`src/rtl/scr66_pkg.sv`:
```
// Package: shared widths and tap positions for the 66-bit block scrambler.
// Assumes the x^58 + x^39 + 1 polynomial; taps are state indices where
// s[0] is the newest bit, so s[k] is the bit delayed by k+1 positions.
package scr66_pkg;
    localparam int unsigned SCR_STATE_W  = 58;
    localparam int unsigned SCR_TAP_NEAR = 38;
    localparam int unsigned SCR_TAP_FAR  = 57;
    localparam int unsigned SCR_PAY_W    = 64;
    localparam int unsigned SCR_HDR_W    = 2;

    typedef enum logic {
        SCR_MODE_TX = 1'b0,
        SCR_MODE_RX = 1'b1
    } scr_mode_e;
endpackage

```
`src/rtl/scr66_lfsr_step.sv`:
```
// Module: combinational one-block step of the multiplicative LFSR.
// Processes PAY_W bits LSB first. Each output bit is the data bit XOR
// the two tap bits. The state then shifts up, taking in either the output
// bit (scramble) or the input bit (descramble).
// Assumes TAP_NEAR < TAP_FAR < STATE_W.
module scr66_lfsr_step
    import scr66_pkg::*;
#(
    parameter int unsigned STATE_W  = SCR_STATE_W,
    parameter int unsigned TAP_NEAR = SCR_TAP_NEAR,
    parameter int unsigned TAP_FAR  = SCR_TAP_FAR,
    parameter int unsigned PAY_W    = SCR_PAY_W
) (
    input  logic [STATE_W-1:0] state_i,
    input  logic [PAY_W-1:0]   data_i,
    input  scr_mode_e          mode_i,
    output logic [STATE_W-1:0] state_o,
    output logic [PAY_W-1:0]   data_o
);

    // Unrolled bit-serial walk over the payload, one bit per iteration.
    always_comb begin
        logic [STATE_W-1:0] s;
        logic               o;
        logic               fb;
        s      = state_i;
        data_o = '0;
        for (int i = 0; i < int'(PAY_W); i++) begin
            o         = data_i[i] ^ s[TAP_NEAR] ^ s[TAP_FAR];
            data_o[i] = o;
            fb        = (mode_i == SCR_MODE_RX) ? data_i[i] : o;
            s         = {s[STATE_W-2:0], fb};
        end
        state_o = s;
    end

endmodule

```
`src/rtl/scr66_state_reg.sv`:
```
// Module: LFSR state register with seed load.
// During reset, it loads seed_i when seed_override is set, or all ones
// otherwise. After reset, it takes next_i only on cycles with advance high.
module scr66_state_reg #(
    parameter int unsigned STATE_W = scr66_pkg::SCR_STATE_W
) (
    input  logic               clk,
    input  logic               rst_n,
    input  logic               seed_override,
    input  logic [STATE_W-1:0] seed_i,
    input  logic               advance,
    input  logic [STATE_W-1:0] next_i,
    output logic [STATE_W-1:0] state_o
);

    logic [STATE_W-1:0] state_q;

    // Seed load in reset, otherwise advance on valid blocks only.
    always_ff @(posedge clk) begin
        if (!rst_n) begin
            state_q <= seed_override ? seed_i : {STATE_W{1'b1}};
        end else if (advance) begin
            state_q <= next_i;
        end
    end

    assign state_o = state_q;

    // first cycle after reset holds the selected seed.
    p_reset_seed_r6: assert property (@(posedge clk) disable iff (!rst_n)
        !$past(rst_n) |->
            state_q == ($past(seed_override) ? $past(seed_i) : {STATE_W{1'b1}}));

    // idle cycles leave the state untouched.
    p_state_hold_r9: assert property (@(posedge clk) disable iff (!rst_n)
        !advance |=> $stable(state_q));

endmodule

```
`src/rtl/scr66_out_stage.sv`:
```
// Module: output register for the 66-bit block.
// Captures the header and the processed payload on valid cycles and holds
// them otherwise. The strobe is delayed by one clock. Clears on reset.
module scr66_out_stage #(
    parameter int unsigned HDR_W = scr66_pkg::SCR_HDR_W,
    parameter int unsigned PAY_W = scr66_pkg::SCR_PAY_W,
    localparam int unsigned BLK_W = HDR_W + PAY_W
) (
    input  logic             clk,
    input  logic             rst_n,
    input  logic             in_valid_i,
    input  logic [HDR_W-1:0] in_hdr_i,
    input  logic [PAY_W-1:0] in_pay_i,
    output logic             out_valid_o,
    output logic [BLK_W-1:0] out_block_o
);

    // Strobe delay and block capture.
    always_ff @(posedge clk) begin
        if (!rst_n) begin
            out_valid_o <= 1'b0;
            out_block_o <= '0;
        end else begin
            out_valid_o <= in_valid_i;
            if (in_valid_i) begin
                out_block_o <= {in_pay_i, in_hdr_i};
            end
        end
    end

    // strobe is the input strobe one clock later.
    p_valid_delay_r10: assert property (@(posedge clk) disable iff (!rst_n)
        $past(rst_n) |-> out_valid_o == $past(in_valid_i));

    // header of a valid block reappears unchanged.
    p_hdr_pass_r2: assert property (@(posedge clk) disable iff (!rst_n)
        $past(rst_n) && $past(in_valid_i) |->
            out_block_o[HDR_W-1:0] == $past(in_hdr_i));

    // output word holds after an idle cycle.
    p_out_hold_r9: assert property (@(posedge clk) disable iff (!rst_n)
        $past(rst_n) && !$past(in_valid_i) |-> $stable(out_block_o));

endmodule

```
`src/rtl/pcs_scrambler66.sv`:
```
// Module: self-synchronizing 64b/66b payload scrambler and descrambler.
// Splits the block into header and payload. The payload goes through the
// LFSR step. The header bypasses the step and is registered beside the
// processed payload. Assumes descramble is held static outside reset.
module pcs_scrambler66
    import scr66_pkg::*;
#(
    parameter int unsigned STATE_W  = SCR_STATE_W,
    parameter int unsigned TAP_NEAR = SCR_TAP_NEAR,
    parameter int unsigned TAP_FAR  = SCR_TAP_FAR,
    parameter int unsigned PAY_W    = SCR_PAY_W,
    parameter int unsigned HDR_W    = SCR_HDR_W,
    localparam int unsigned BLK_W   = HDR_W + PAY_W
) (
    input  logic               clk,
    input  logic               rst_n,
    input  logic               descramble,
    input  logic               seed_override,
    input  logic [STATE_W-1:0] seed_i,
    input  logic               in_valid,
    input  logic [BLK_W-1:0]   in_block,
    output logic               out_valid,
    output logic [BLK_W-1:0]   out_block
);

    logic [HDR_W-1:0]   hdr;
    logic [PAY_W-1:0]   pay_in;
    logic [PAY_W-1:0]   pay_out;
    logic [STATE_W-1:0] state_cur;
    logic [STATE_W-1:0] state_nxt;
    scr_mode_e          mode;

    // Field split and mode decode.
    always_comb begin
        hdr    = in_block[HDR_W-1:0];
        pay_in = in_block[BLK_W-1:HDR_W];
        mode   = descramble ? SCR_MODE_RX : SCR_MODE_TX;
    end

    scr66_lfsr_step #(
        .STATE_W (STATE_W),
        .TAP_NEAR(TAP_NEAR),
        .TAP_FAR (TAP_FAR),
        .PAY_W   (PAY_W)
    ) u_step (
        .state_i(state_cur),
        .data_i (pay_in),
        .mode_i (mode),
        .state_o(state_nxt),
        .data_o (pay_out)
    );

    scr66_state_reg #(
        .STATE_W(STATE_W)
    ) u_state (
        .clk          (clk),
        .rst_n        (rst_n),
        .seed_override(seed_override),
        .seed_i       (seed_i),
        .advance      (in_valid),
        .next_i       (state_nxt),
        .state_o      (state_cur)
    );

    scr66_out_stage #(
        .HDR_W(HDR_W),
        .PAY_W(PAY_W)
    ) u_out (
        .clk        (clk),
        .rst_n      (rst_n),
        .in_valid_i (in_valid),
        .in_hdr_i   (hdr),
        .in_pay_i   (pay_out),
        .out_valid_o(out_valid),
        .out_block_o(out_block)
    );

endmodule

```
`config.mk`:
```
export PLATFORM = sky130hd
export DESIGN_NAME = pcs_scrambler66
export DESIGN_NICKNAME = d
export VERILOG_FILES = /design/src/rtl/scr66_pkg.sv /design/src/rtl/scr66_lfsr_step.sv /design/src/rtl/scr66_state_reg.sv /design/src/rtl/scr66_out_stage.sv /design/src/rtl/pcs_scrambler66.sv
export SDC_FILE = /design/constraint.sdc
export NUM_CORES = 1
export LEC_CHECK = 0
export BUFFER_PORTS_ARGS = -buffer_cell sky130_fd_sc_hd__buf_4
export CORE_MARGIN = 3
export CORE_UTILIZATION = 50
export DETAILED_ROUTE_END_ITERATION = 6
export GPL_TIMING_DRIVEN = 0
export PLACE_DENSITY = 0.87
export SYNTH_ARGS = -nofsm -noshare
export SYNTH_HDL_FRONTEND = slang
export SYNTH_HIERARCHICAL = 1
export SYNTH_SLANG_ARGS = --single-unit
```
`constraint.sdc`:
```
create_clock -name clk -period 2.7 [get_ports clk]
set_input_delay 0.54 -clock clk [delete_from_list [all_inputs] [get_ports clk]]
set_output_delay 0.54 -clock clk [all_outputs]
set_load 0.05 [all_outputs]
```
Word level (Yosys, flattened, before mapping)
Index checks and enable logic that the tools add are counted.
Widths: inputs -> output; s select.
{ "totals": {"in_bits": 129, "reg_bits": 125} }
{ "op_classes": {"bitwise": 128, "muxes": 68, "eq_ne": 1} }
{ "ops": {"columns": ["cell", "count"], "rows": [
  ["$mux 58", 3],
  ["$xor 1x1->1", 128],
  ["$mux 1", 65],
  ["$ne 2x1->1 const B", 1]
]} }

Logic depth before layout (Yosys ltp)
Gate-level depths: netlist (run 1).
{ "depth": {"depth_word": 8, "depth_mapped": 7} }

Modules after synthesis
The synthesis (run 1) kept the hierarchy.
{ "by_module_without_submodules": {"columns": ["module", "cells_each", "n_inst", "area_each_um2"], "rows": [
  ["scr66_lfsr_step", 336, 1, 2842.7],
  ["scr66_state_reg", 190, 1, 2776.4],
  ["scr66_out_stage", 215, 1, 2553.7]
]} }

Worst setup path after synthesis (run 1)
Ideal clock, no wire load.
{ "synth_path": {"kind": "input-to-reg", "startpoint": "in rst_n", "endpoint": "reg u_state.state_q[0], in the netlist u_state/state_o[0] (enable)", "setup_slack_ps": 88, "n_path_buf": 2, "stages": 3, "t_required_ps": 2275, "t_arrival_ps": 2186, "setup_ps": 425, "path_cell_list": "buf_4 > buf_2 > nand2b_1"} }
{ "synth_via": {"elab_chain_len": 1} }
{ "synth_rtl": {"columns": ["item", "line_no", "rtl"], "rows": [
  ["from (decl)", "pcs_scrambler66.sv:16", "input logic rst_n,"],
  ["$ne 2x1->1 (no source line)", null, null],
  ["to (signal assigned)", "scr66_state_reg.sv:21", "state_q <= seed_override ? seed_i : {STATE_W{1'b1}};"],
  ["to (signal assigned)", "scr66_state_reg.sv:23", "state_q <= next_i;"],
  ["to (decl)", "scr66_state_reg.sv:16", "logic [STATE_W-1:0] state_q;"]
]} }
Every way passes these cells.
A chain may end at the register's enable or synchronous reset.

Final worst setup path (run 1)
{ "layout_path": {"startpoint": "reg u_state.state_q[56], in the netlist u_state/state_o[56]", "endpoint": "reg u_state.state_q[23], in the netlist u_state/state_o[23] (data pin)"} }
{ "layout_via": {"elab_chain_len": 7} }
{ "layout_rtl": {"columns": ["item", "line_no", "rtl"], "rows": [
  ["$xor 1x1->1", "scr66_lfsr_step.sv:29", "o = data_i[i] ^ s[TAP_NEAR] ^ s[TAP_FAR];"],
  ["$mux 1", "scr66_lfsr_step.sv:31", "fb = (mode_i == SCR_MODE_RX) ? data_i[i] : o;"],
  ["$xor 1x1->1 (2 in series)", "scr66_lfsr_step.sv:29", null],
  ["$mux 1", "scr66_lfsr_step.sv:31", null],
  ["via state_nxt[23]", "pcs_scrambler66.sv:30", "logic [STATE_W-1:0] state_nxt;"],
  ["$mux 58", "scr66_state_reg.sv:22", "end else if (advance) begin"],
  ["$mux 58", "scr66_state_reg.sv:20", "if (!rst_n) begin"]
]} }
The timed path passes the listed nets, and every way through them passes these cells. The select of a mux whose other input is x is not followed.

==> flow_metrics.py, run 1 <==
metrics = {
    "die": {
        "start_util": 0.513,
        "core.rowCount": 46,
        "fp.dieArea_um2": 17900,
        "num_io_pins": 196,
        "core_um2": 15900,
        "die_w_um": 134,
        "die_h_um": 134,
    },
    "route": {
        "vias": 5943,
        "drt_pass1_iterations": 5,
        "avgRoutedWirePerCell_um": 19.4,
        "drt_iter0_markers": 500,
        "drcViolationCount": 0,
        "routed_wl_mm": 23.0,
        "ant_nets": 0,
        "viasPerCell": 5.02,
    },
    "worst_setup_path": {
        "path_max_fanout": 3,
        "worst_setup_path_end_kind": "register",
        "crit_path_cell_trace": "xnor2_2 -> xnor2_1 -> nor2_1 -> xor2_1 -> inv_1 -> a2bb2oi_1",
        "cp.arrival_ps": 1970,
        "crit_slowest_cell": "edfxtp_1",
        "timing_worst_setup_path_type": "register to register",
        "crit_path_max_incr_delay_ps": 470,
        "regToRegSetupSlack_ps": 950,
        "cp-start-kind": "register",
        "cp.required_ps": 2920,
    },
    "clocking": {
        "insertion_delay_ps": 420,
        "path_clk_slew_ps": 60,
        "htreeDepth": 4,
        "tritoncts": "done",
        "cts.repair.resized": 0,
        "root_buffer": "clkbuf_16",
        "cts_buffers": 17,
        "clk_path_buf_depth": 2,
        "post_cts_buffers": 0,
        "cts_sinks": 125,
        "cts_hold_buf": 0,
    },
    "synth": {
        "synth_compound_area_frac": 0.0847,
        "ys.warnings.count": 6,
        "yosys.area_share.adder": 0,
        "synth-simple-area-share": 0.0908,
        "synthFlopType": "dfxtp_1",
        "synthCells": 741,
        "syn_area_um2": 8170,
        "synth_fp_nets": 870,
        "synth.largest_area_cell": "edfxtp_1",
        "yosysSeqAreaShare": 0.377,
        "yosysTopAreaCellShare": 0.213,
        "ys_async_sr_fraction": 0,
        "synth_seq_cells": 125,
        "synth.most_common_cell": "xnor2_1",
        "muxShareOfSynthArea": 0.0808,
        "synth_cell_type_count": 25,
        "synth_edf_count": 58,
        "syn_avg_cell_area_um2": 11.0,
        "synth_xor_area_frac": 0.302,
        "synth_top_family_by_area": "XOR/XNOR gates",
        "yosys-top-cells-area": "edfxtp_1, xnor2_1, dfxtp_1, mux2i_1, xor2_1",
        "synth_common_cells": "xnor2_1, dfxtp_1, mux2i_1, nor2b_1, xor2_1",
    },
    "outcome": {
        "status": "finished, final reports clean",
    },
    "pwr": {
        "irDropWorstVdd_v": 0.000468,
        "pwr-share-comb": 0.395,
        "netSwitchingFraction": 0.369,
        "power.internal_mw": 5.06,
        "clkPwrFrac": 0.285,
        "pwr_density_cell_nw_per_um2": 763,
        "p_leak_nw": 4.58,
        "p_total_mw": 8.02,
        "p_sw_mw": 2.96,
        "p_seq_frac": 0.320,
    },
    "finish": {
        "n_antenna_cell": 0,
        "fillers": 1230,
        "final_util": 0.659,
        "design.final.nets": 1083,
        "final_area_um2": 10500,
        "drive_gt1_frac": 0.346,
        "stdcell_count": 1183,
        "syn_to_final_growth_pct": 28.6,
    },
    "place": {
        "place_congestion": 0.905,
        "hpwl_mm": 17.8,
        "place_ws_ps": 555,
        "port_buffers": 193,
        "post_dp_cell_area_um2": 9910,
        "dp_cells": 1151,
    },
    "global_routing": {
        "overflow": 0,
        "grt_max_degree": 33,
        "antenna_found_initial": 0,
        "grt_pass1_wl_mm": 33.8,
        "grt.total_usage": 0.255,
        "grt_pass1_vias": 5957,
    },
    "sta": {
        "relSlewSlack": 0.434,
        "hold_slack_ps": 377,
        "fmax_ghz": 0.571,
        "hold_viol_final": 0,
        "tightest_slew_ps": 850,
        "fin_crit_sh": 0.649,
        "skew_ps": 8.88,
        "fin_crit_ps": 1750,
        "rsz0062_at_grt": "false",
        "worst_slack_ps": 949,
        "drv_slew": 0,
        "tns_ps": 0,
        "setup_violations": 0,
    },
    "hold_path": {
        "hp-class": "input port to register",
    },
    "flow_run": {
        "drv_cap": 0,
    },
}
==> kinds of logic after synthesis <==
group	Yosys count
mux	66
flops	125
xor+xnor	253
simple gates	140
compound gates	58
buf+inv	99
==> worst max-delay path: cells and delay by family, from the launching register on <==
kind | cells | cell delay (ps)
flip-flops | 1 | 470
buffers and inverters | 1 | 60
AND/OR/NAND/NOR | 1 | 150
AO/OA/AOI/OAI | 1 | 280
XOR/XNOR | 3 | 590
==> path summary, 6_finish.rpt <==
path,to,cells after the start,start
setup / recovery,u_state/state_o[23],6,u_state/state_o[56]
hold / removal,u_out/out_block_o[1],3,in_block[1]
hold reg to reg,u_out/out_block_o[1],2,u_out/out_block_o[1]
setup reg to reg,u_state/state_o[23],6,u_state/state_o[56]
==> sequential cells by signal (all words and copies together), names as in the netlist <==
signal / cells
u_out/out_block_o: 66
u_state/state_o: 58
u_out/out_valid_o: 1
==> routing by layer <==
metal	GRT usage	up-vias	share of wire
li1	-	2813	-
met1	0.321	2851	0.40
met2	0.422	236	0.49
met3	0.0656	43	0.074
met4	0.102	0	0.034
met5	0	-	0
==> cells in the final DEF, fill, tap and decap left out, types with 6 or more instances in the layout <==
cell,count
nor2b_1,66
a2bb2oi_2,30
clkinv_4,6
inv_1,58
mux2i_1,66
edfxtp_1,58
xnor2_2,19
xor2_1,60
buf_2,12
a2bb2oi_1,27
nor2_2,13
xor2_2,15
buf_4,200
nor2_1,57
clkbuf_16,17
clkbuf_1,11
dfxtp_1,67
xnor2_1,159
==> power by group through the flow <==
stage | combinational, mW | sequential (mW) | clock, mW
after floorplan | 1.75 | 3.10 | 0
after global placement | 3.08 | 2.59 | 0
after detailed placement | 3.14 | 2.60 | 0
after CTS | 3.17 | 2.56 | 2.32
after global routing | 3.36 | 2.60 | 2.40
final | 3.17 | 2.56 | 2.29
==> area by class of cell <==
type / count / area (µm²) / area share
multi-input cells: 517 / 4570 / 0.435
clock buffers: 17 / 425 / 0.0405
inverters: 58 / 218 / 0.0207
plain buffers: 41 / 307 / 0.0292
flip-flops and latches: 125 / 3080 / 0.293
repair buffers: 194 / 1470 / 0.140
well taps: 216 / 270 / 0.0257
clock inverters: 15 / 166 / 0.0158
No activity file was read; power rests on OpenSTA's default activity.
==> run 2, diff against run 1 <==
- clock period: 2.7 -> 1.5 ns (I/O delays scaled with it)
==> run 2 against run 1 <==
  * The run now ends with setup timing left
  * Register-to-register slack worse by 1200 ps
  * Routed wire length rose by 17%
  * Clock power up 64%
  * Worst setup slack lost 1200 ps
  * Clock skew is 0.57 ps higher
  * Clock-buffer cell count up 4
  * Combinational power up 120%
  * Worst hold slack lost 240 ps
  * Sequential cell count unchanged
  * Critical path type unchanged
==> flow_metrics.py, run 2 (same netlist as run 1, synthesis figures left out) <==
metrics = {
    "outcome": {
        "status": "complete, but fails checks",
        "violations": "setup timing",
    },
    "finish": {
        "design.final.nets": 1139,
        "stdcell_count": 1239,
        "syn_to_final_growth_pct": 40.8,
        "final_common_cell": "buf_4",
        "mostFrequentLayoutCells": "buf_4, xnor2_1, dfxtp_1, mux2i_1, nor2b_1",
        "drive_gt1_frac": 0.436,
        "final_util": 0.722,
        "n_antenna_cell": 0,
        "regMostFlops": "u_out/out_block_o",
        "largest_register_ffs": 66,
    },
    "route": {
        "drt_pass1_iterations": 5,
        "drt_iter0_markers": 513,
        "vias": 6547,
        "avgRoutedWirePerCell_um": 21.7,
        "viasPerCell": 5.28,
        "drcViolationCount": 0,
        "routed_wl_mm": 26.9,
        "ant_nets": 0,
    },
    "worst_setup_path": {
        "crit_path_max_incr_delay_ps": 510,
        "crit_family": "XOR/XNOR gates",
        "crit_slowest_cell": "edfxtp_1",
        "cp.required_ps": 1780,
        "path_max_fanout": 3,
        "regToRegSetupSlack_ps": -250,
        "cp_num_buf_inv": 1,
        "critical_path_depth": 6,
        "worst_setup_path_end_kind": "register",
        "cp-start-kind": "register",
        "worst_r2r_path_depth": 6,
        "cp.arrival_ps": 2030,
        "reg2reg_from": "u_state/state_o[14]",
        "crit_path_cell_trace": "xnor2_2 -> xnor2_1 -> nor2_1 -> xor2_1 -> inv_1 -> a2bb2oi_2",
        "regToRegEndpoint": "u_state/state_o[0]",
        "timing_worst_setup_path_type": "register to register",
    },
    "global_routing": {
        "grt.total_usage": 0.270,
        "grt_pass1_vias": 6280,
        "overflow": 0,
        "grt_max_degree": 59,
        "grt_pass1_wl_mm": 35.9,
        "antenna_found_initial": 1,
    },
    "flow_run": {
        "drv_cap": 0,
    },
    "hold_path": {
        "min_to": "u_out/out_block_o[1]",
        "hold_depth": 3,
        "hp-class": "input port to register",
        "hold_path.startpoint": "in_block[1]",
    },
    "pwr": {
        "pwr-share-comb": 0.451,
        "pwr_density_cell_nw_per_um2": 1340,
        "p_seq_frac": 0.305,
        "netSwitchingFraction": 0.376,
        "p_sw_mw": 5.77,
        "irDropWorstVdd_v": 0.000932,
        "p_total_mw": 15.4,
        "p_leak_nw": 5.08,
        "power.internal_mw": 9.60,
        "clkPwrFrac": 0.244,
    },
    "die": {
        "num_io_pins": 196,
        "core_um2": 15900,
        "fp.dieArea_um2": 17900,
        "die_w_um": 134,
        "die_h_um": 134,
        "core.rowCount": 46,
        "start_util": 0.513,
    },
    "clocking": {
        "root_buffer": "clkbuf_16",
        "htreeDepth": 4,
        "cts_hold_buf": 0,
        "clk_path_buf_depth": 2,
        "insertion_delay_ps": 430,
        "path_clk_slew_ps": 60,
        "cts_sinks": 125,
        "tritoncts": "done",
        "cts_buffers": 17,
    },
    "sta": {
        "fmax_ghz": 0.571,
        "rsz0062_at_grt": "true",
        "worst_slack_ps": -250,
        "fin_crit_ps": 1750,
        "setup_violations": 43,
        "tightest_slew_ps": 864,
        "relSlewSlack": 0.424,
        "fin_crit_sh": 1.17,
        "tns_ps": -3320,
        "hold_viol_final": 0,
        "skew_ps": 9.46,
        "drv_slew": 0,
    },
    "place": {
        "port_buffers": 193,
        "dp_cells": 1150,
        "hpwl_mm": 17.8,
        "place_congestion": 0.878,
    },
}
==> run 2: worst max-delay path by stage <==
stage,startpoint,slack (ps),end
final,u_state/state_o[14],-250,u_state/state_o[0]
after global placement,descramble,-370,u_state/state_o[38]
after CTS,u_state/state_o[57],-70,u_state/state_o[24]
after detailed placement,descramble,-410,u_state/state_o[36]
after floorplan,u_state/state_o[35],60,u_state/state_o[21]
after global routing,u_state/state_o[14],-300,u_state/state_o[0]
==> run 2: repair_timing <==
action | 4_1_cts | 5_1_grt
endpoints found under the setup margin | 33 | 56
buffers inserted | 32 | 25
gates resized for setup | 37 | 64
pin swaps | 64 | 104
hold endpoints to repair | 0 | 0
==> run 2: worst register-to-register path: stages (launching register included) <==
cell       delay [ps]
edfxtp_1          510
xnor2_2           200
xnor2_1           160
nor2_1            170
xor2_1            320
inv_1             100
a2bb2oi_2         150
==> run 2: per-layer routing <==
metal / global-route usage / share of wire / wire, µm / vias up
met4: 0.133 / 0.052 / 1400 / 2
li1: - / - / - / 2925
met1: 0.330 / 0.38 / 10200 / 3179
met5: 0 / 0.00041 / 11 / -
met3: 0.0660 / 0.077 / 2080 / 86
met2: 0.448 / 0.49 / 13200 / 355
==> run 2: power by group through the flow <==
stage	sequential, mW	combinational, mW	clock (mW)
2_1_floorplan	5.58	3.15	0
3_3_place_gp	4.66	5.56	0
3_5_place_dp	4.68	5.65	0
4_1_cts	4.64	6.16	3.74
5_1_grt	4.75	7.23	3.91
6_report	4.69	6.93	3.76
==> run 2: cell type report <==
type / count / area, µm²
Fill cell: 1035 / 4430
Clock inverter: 11 / 77.6
Timing Repair Buffer: 250 / 1900
Buffer: 41 / 343
Sequential cell: 125 / 3080
Multi-Input combinational cell: 517 / 5180
Inverter: 58 / 218
Clock buffer: 21 / 440
Tap cell: 216 / 270
==> run 2: through the flow <==
stage / instance area (µm²) / hold slack, ps / setup slack, ps
global placement: 9900 / 496 / -369
floorplan: 8180 / 469 / 56.9
CTS: 10900 / 131 / -71.8
finish: 11500 / 135 / -250
global route: 11500 / 151 / -296
detailed placement: 9900 / 506 / -411
==> run 3, diff against run 2 <==
- CORE_UTILIZATION: 50 -> 55
- PLACE_DENSITY: 0.87 -> 0.91
- REMOVE_ABC_BUFFERS: not set -> 1
- clock period: 1.5 -> 1.9 ns (I/O delays scaled with it)
==> run 3 against run 2 <==
  * The flow now finishes without violations
  * Non-clock buffer count decreased by 96
  * Critical path depth decreased by 3
  * Register-to-register slack improved by 420 ps
  * Sequential power decreased by 22%
  * Design area decreased by 12%
  * First-iteration DRC count decreased by 38%
  * Critical path type is now input port to register
  * Largest cell class unchanged
  * Largest power group unchanged
  * Highest routed layer is now met4
==> flow_metrics.py, run 3 (same netlist as run 1, synthesis figures left out) <==
metrics = {
    "outcome": {
        "status": "finished, final reports clean",
    },
    "worst_setup_path": {
        "worst_setup_path_end_kind": "register",
        "cp-start-kind": "input port",
        "timing_worst_setup_path_type": "input port to register",
        "path_max_fanout": 130,
        "cp.required_ps": 2130,
        "regToRegSetupSlack_ps": 170,
        "cp.arrival_ps": 2070,
        "worst_r2r_path_depth": 6,
    },
    "global_routing": {
        "antenna_found_initial": 0,
        "grt.total_usage": 0.228,
        "grt_pass1_wl_mm": 29.5,
        "overflow": 0,
        "grt_pass1_vias": 5856,
        "grt_max_degree": 130,
    },
    "finish": {
        "final_area_um2": 10200,
        "seqCellArea_um2": 3080,
        "final_common_cell": "buf_4",
        "design.final.nets": 1045,
        "regMostFlops": "u_out/out_block_o",
        "n_antenna_cell": 0,
        "drive_gt1_frac": 0.326,
        "syn_to_final_growth_pct": 24.5,
        "stdcell_count": 1109,
        "largest_register_ffs": 66,
        "mostFrequentLayoutCells": "buf_4, xnor2_1, dfxtp_1, mux2i_1, nor2b_1",
        "multiInputGateArea_um2": 4600,
        "fillers": 1016,
    },
    "die": {
        "fp.dieArea_um2": 16400,
        "num_io_pins": 196,
        "start_util": 0.575,
        "die_w_um": 128,
        "core.rowCount": 43,
        "die_h_um": 128,
        "core_um2": 14200,
    },
    "clocking": {
        "tritoncts": "done",
        "root_buffer": "clkbuf_16",
        "htreeDepth": 4,
        "clk_path_buf_depth": 2,
        "post_cts_buffers": 0,
        "cts_sinks": 125,
        "path_clk_slew_ps": 60,
        "cts_hold_buf": 0,
        "cts_buffers": 17,
        "insertion_delay_ps": 410,
    },
    "sta": {
        "tightest_slew_ps": 1010,
        "hold_viol_final": 0,
        "worst_slack_ps": 57.0,
        "fmax_ghz": 0.543,
        "drv_slew": 0,
        "setup_violations": 0,
        "relSlewSlack": 0.327,
        "fin_crit_sh": 0.970,
        "fin_crit_ps": 1840,
        "skew_ps": 9.07,
    },
    "pwr": {
        "irDropWorstVdd_v": 0.000835,
        "p_seq_frac": 0.333,
        "pwr_density_cell_nw_per_um2": 1090,
        "pwr-share-comb": 0.381,
        "netSwitchingFraction": 0.348,
        "p_total_mw": 11.1,
        "power.internal_mw": 7.22,
        "p_leak_nw": 4.44,
        "p_sw_mw": 3.85,
        "clkPwrFrac": 0.287,
    },
    "hold_path": {
        "hold_depth": 3,
        "hp-class": "input port to register",
    },
    "route": {
        "ant_nets": 0,
        "avgRoutedWirePerCell_um": 16.8,
        "drt_pass1_iterations": 4,
        "drcViolationCount": 0,
        "vias": 5611,
        "routed_wl_mm": 18.7,
        "viasPerCell": 5.06,
        "drt_iter0_markers": 318,
    },
    "place": {
        "hpwl_mm": 12.1,
        "place_ws_ps": -916,
        "post_dp_cell_area_um2": 9560,
        "place_congestion": 0.800,
        "dp_cells": 1075,
        "port_buffers": 195,
    },
    "flow_run": {
        "drv_cap": 0,
    },
}
==> run 3: cell types whose count changed in the layout (fill, tap and decap cells not counted), moves of 12 or more <==
cell / delta
a2bb2oi_1: +18
a2bb2oi_2: -18
buf_4: -59
xnor2_1: +35
xnor2_2: -23
xnor2_4: -12
==> run 3: power groups by stage <==
stage	sequential (mW)	combinational (mW)	clock (mW)
finish	3.68	4.21	3.17
detailed placement	3.73	4.17	0
floorplan	4.44	2.32	0
global route	3.73	4.54	3.37
CTS	3.68	4.22	3.24
global placement	3.71	4.09	0
==> run 3: per-layer routing <==
layer | wire length [µm] | up-vias | track usage
met5 | 0 | - | 0
met1 | 8050 | 2680 | 0.276
met4 | 187 | 0 | 0.0537
li1 | - | 2728 | -
met3 | 1320 | 17 | 0.0788
met2 | 9110 | 186 | 0.393
==> run 3: final timing paths <==
kind                            to                   from
min reg2reg  u_out/out_block_o[44]  u_out/out_block_o[44]
min           u_out/out_block_o[1]            in_block[1]
max             u_state/state_o[3]                  rst_n
max reg2reg    u_state/state_o[20]    u_state/state_o[34]
==> run 3: area by class of cell <==
class                           instances  share of cell area
Tap cell                              180              0.0221
Clock buffer                           25              0.0477
Multi-Input combinational cell        519               0.452
Clock inverter                          7             0.00861
Timing Repair Buffer                  195               0.145
Sequential cell                       125               0.303
Inverter                               58              0.0214
==> run 3: per-stage QoR <==
step | setup TNS, ps | util | hold WS (ps)
finish | 0 | 0.716 | 228
global route | -0.392 | 0.716 | 223
CTS | 0 | 0.715 | 206
detailed placement | -93860 | 0.673 | 505
global placement | -187340 | 0.673 | 496
floorplan | -19500 | - | 502
==> run 3: worst max-delay path, stage by stage <==
cell	delay, ps
buf_6	720
nand2b_4	630
a2bb2oi_1	270
==> run 3: timing repair <==
| item | in CTS | in global routing |
|---|---|---|
| setup endpoints to repair | 115 | 58 |
| resized for setup | 4 | 1 |
| gates cloned | 1 | 1 |
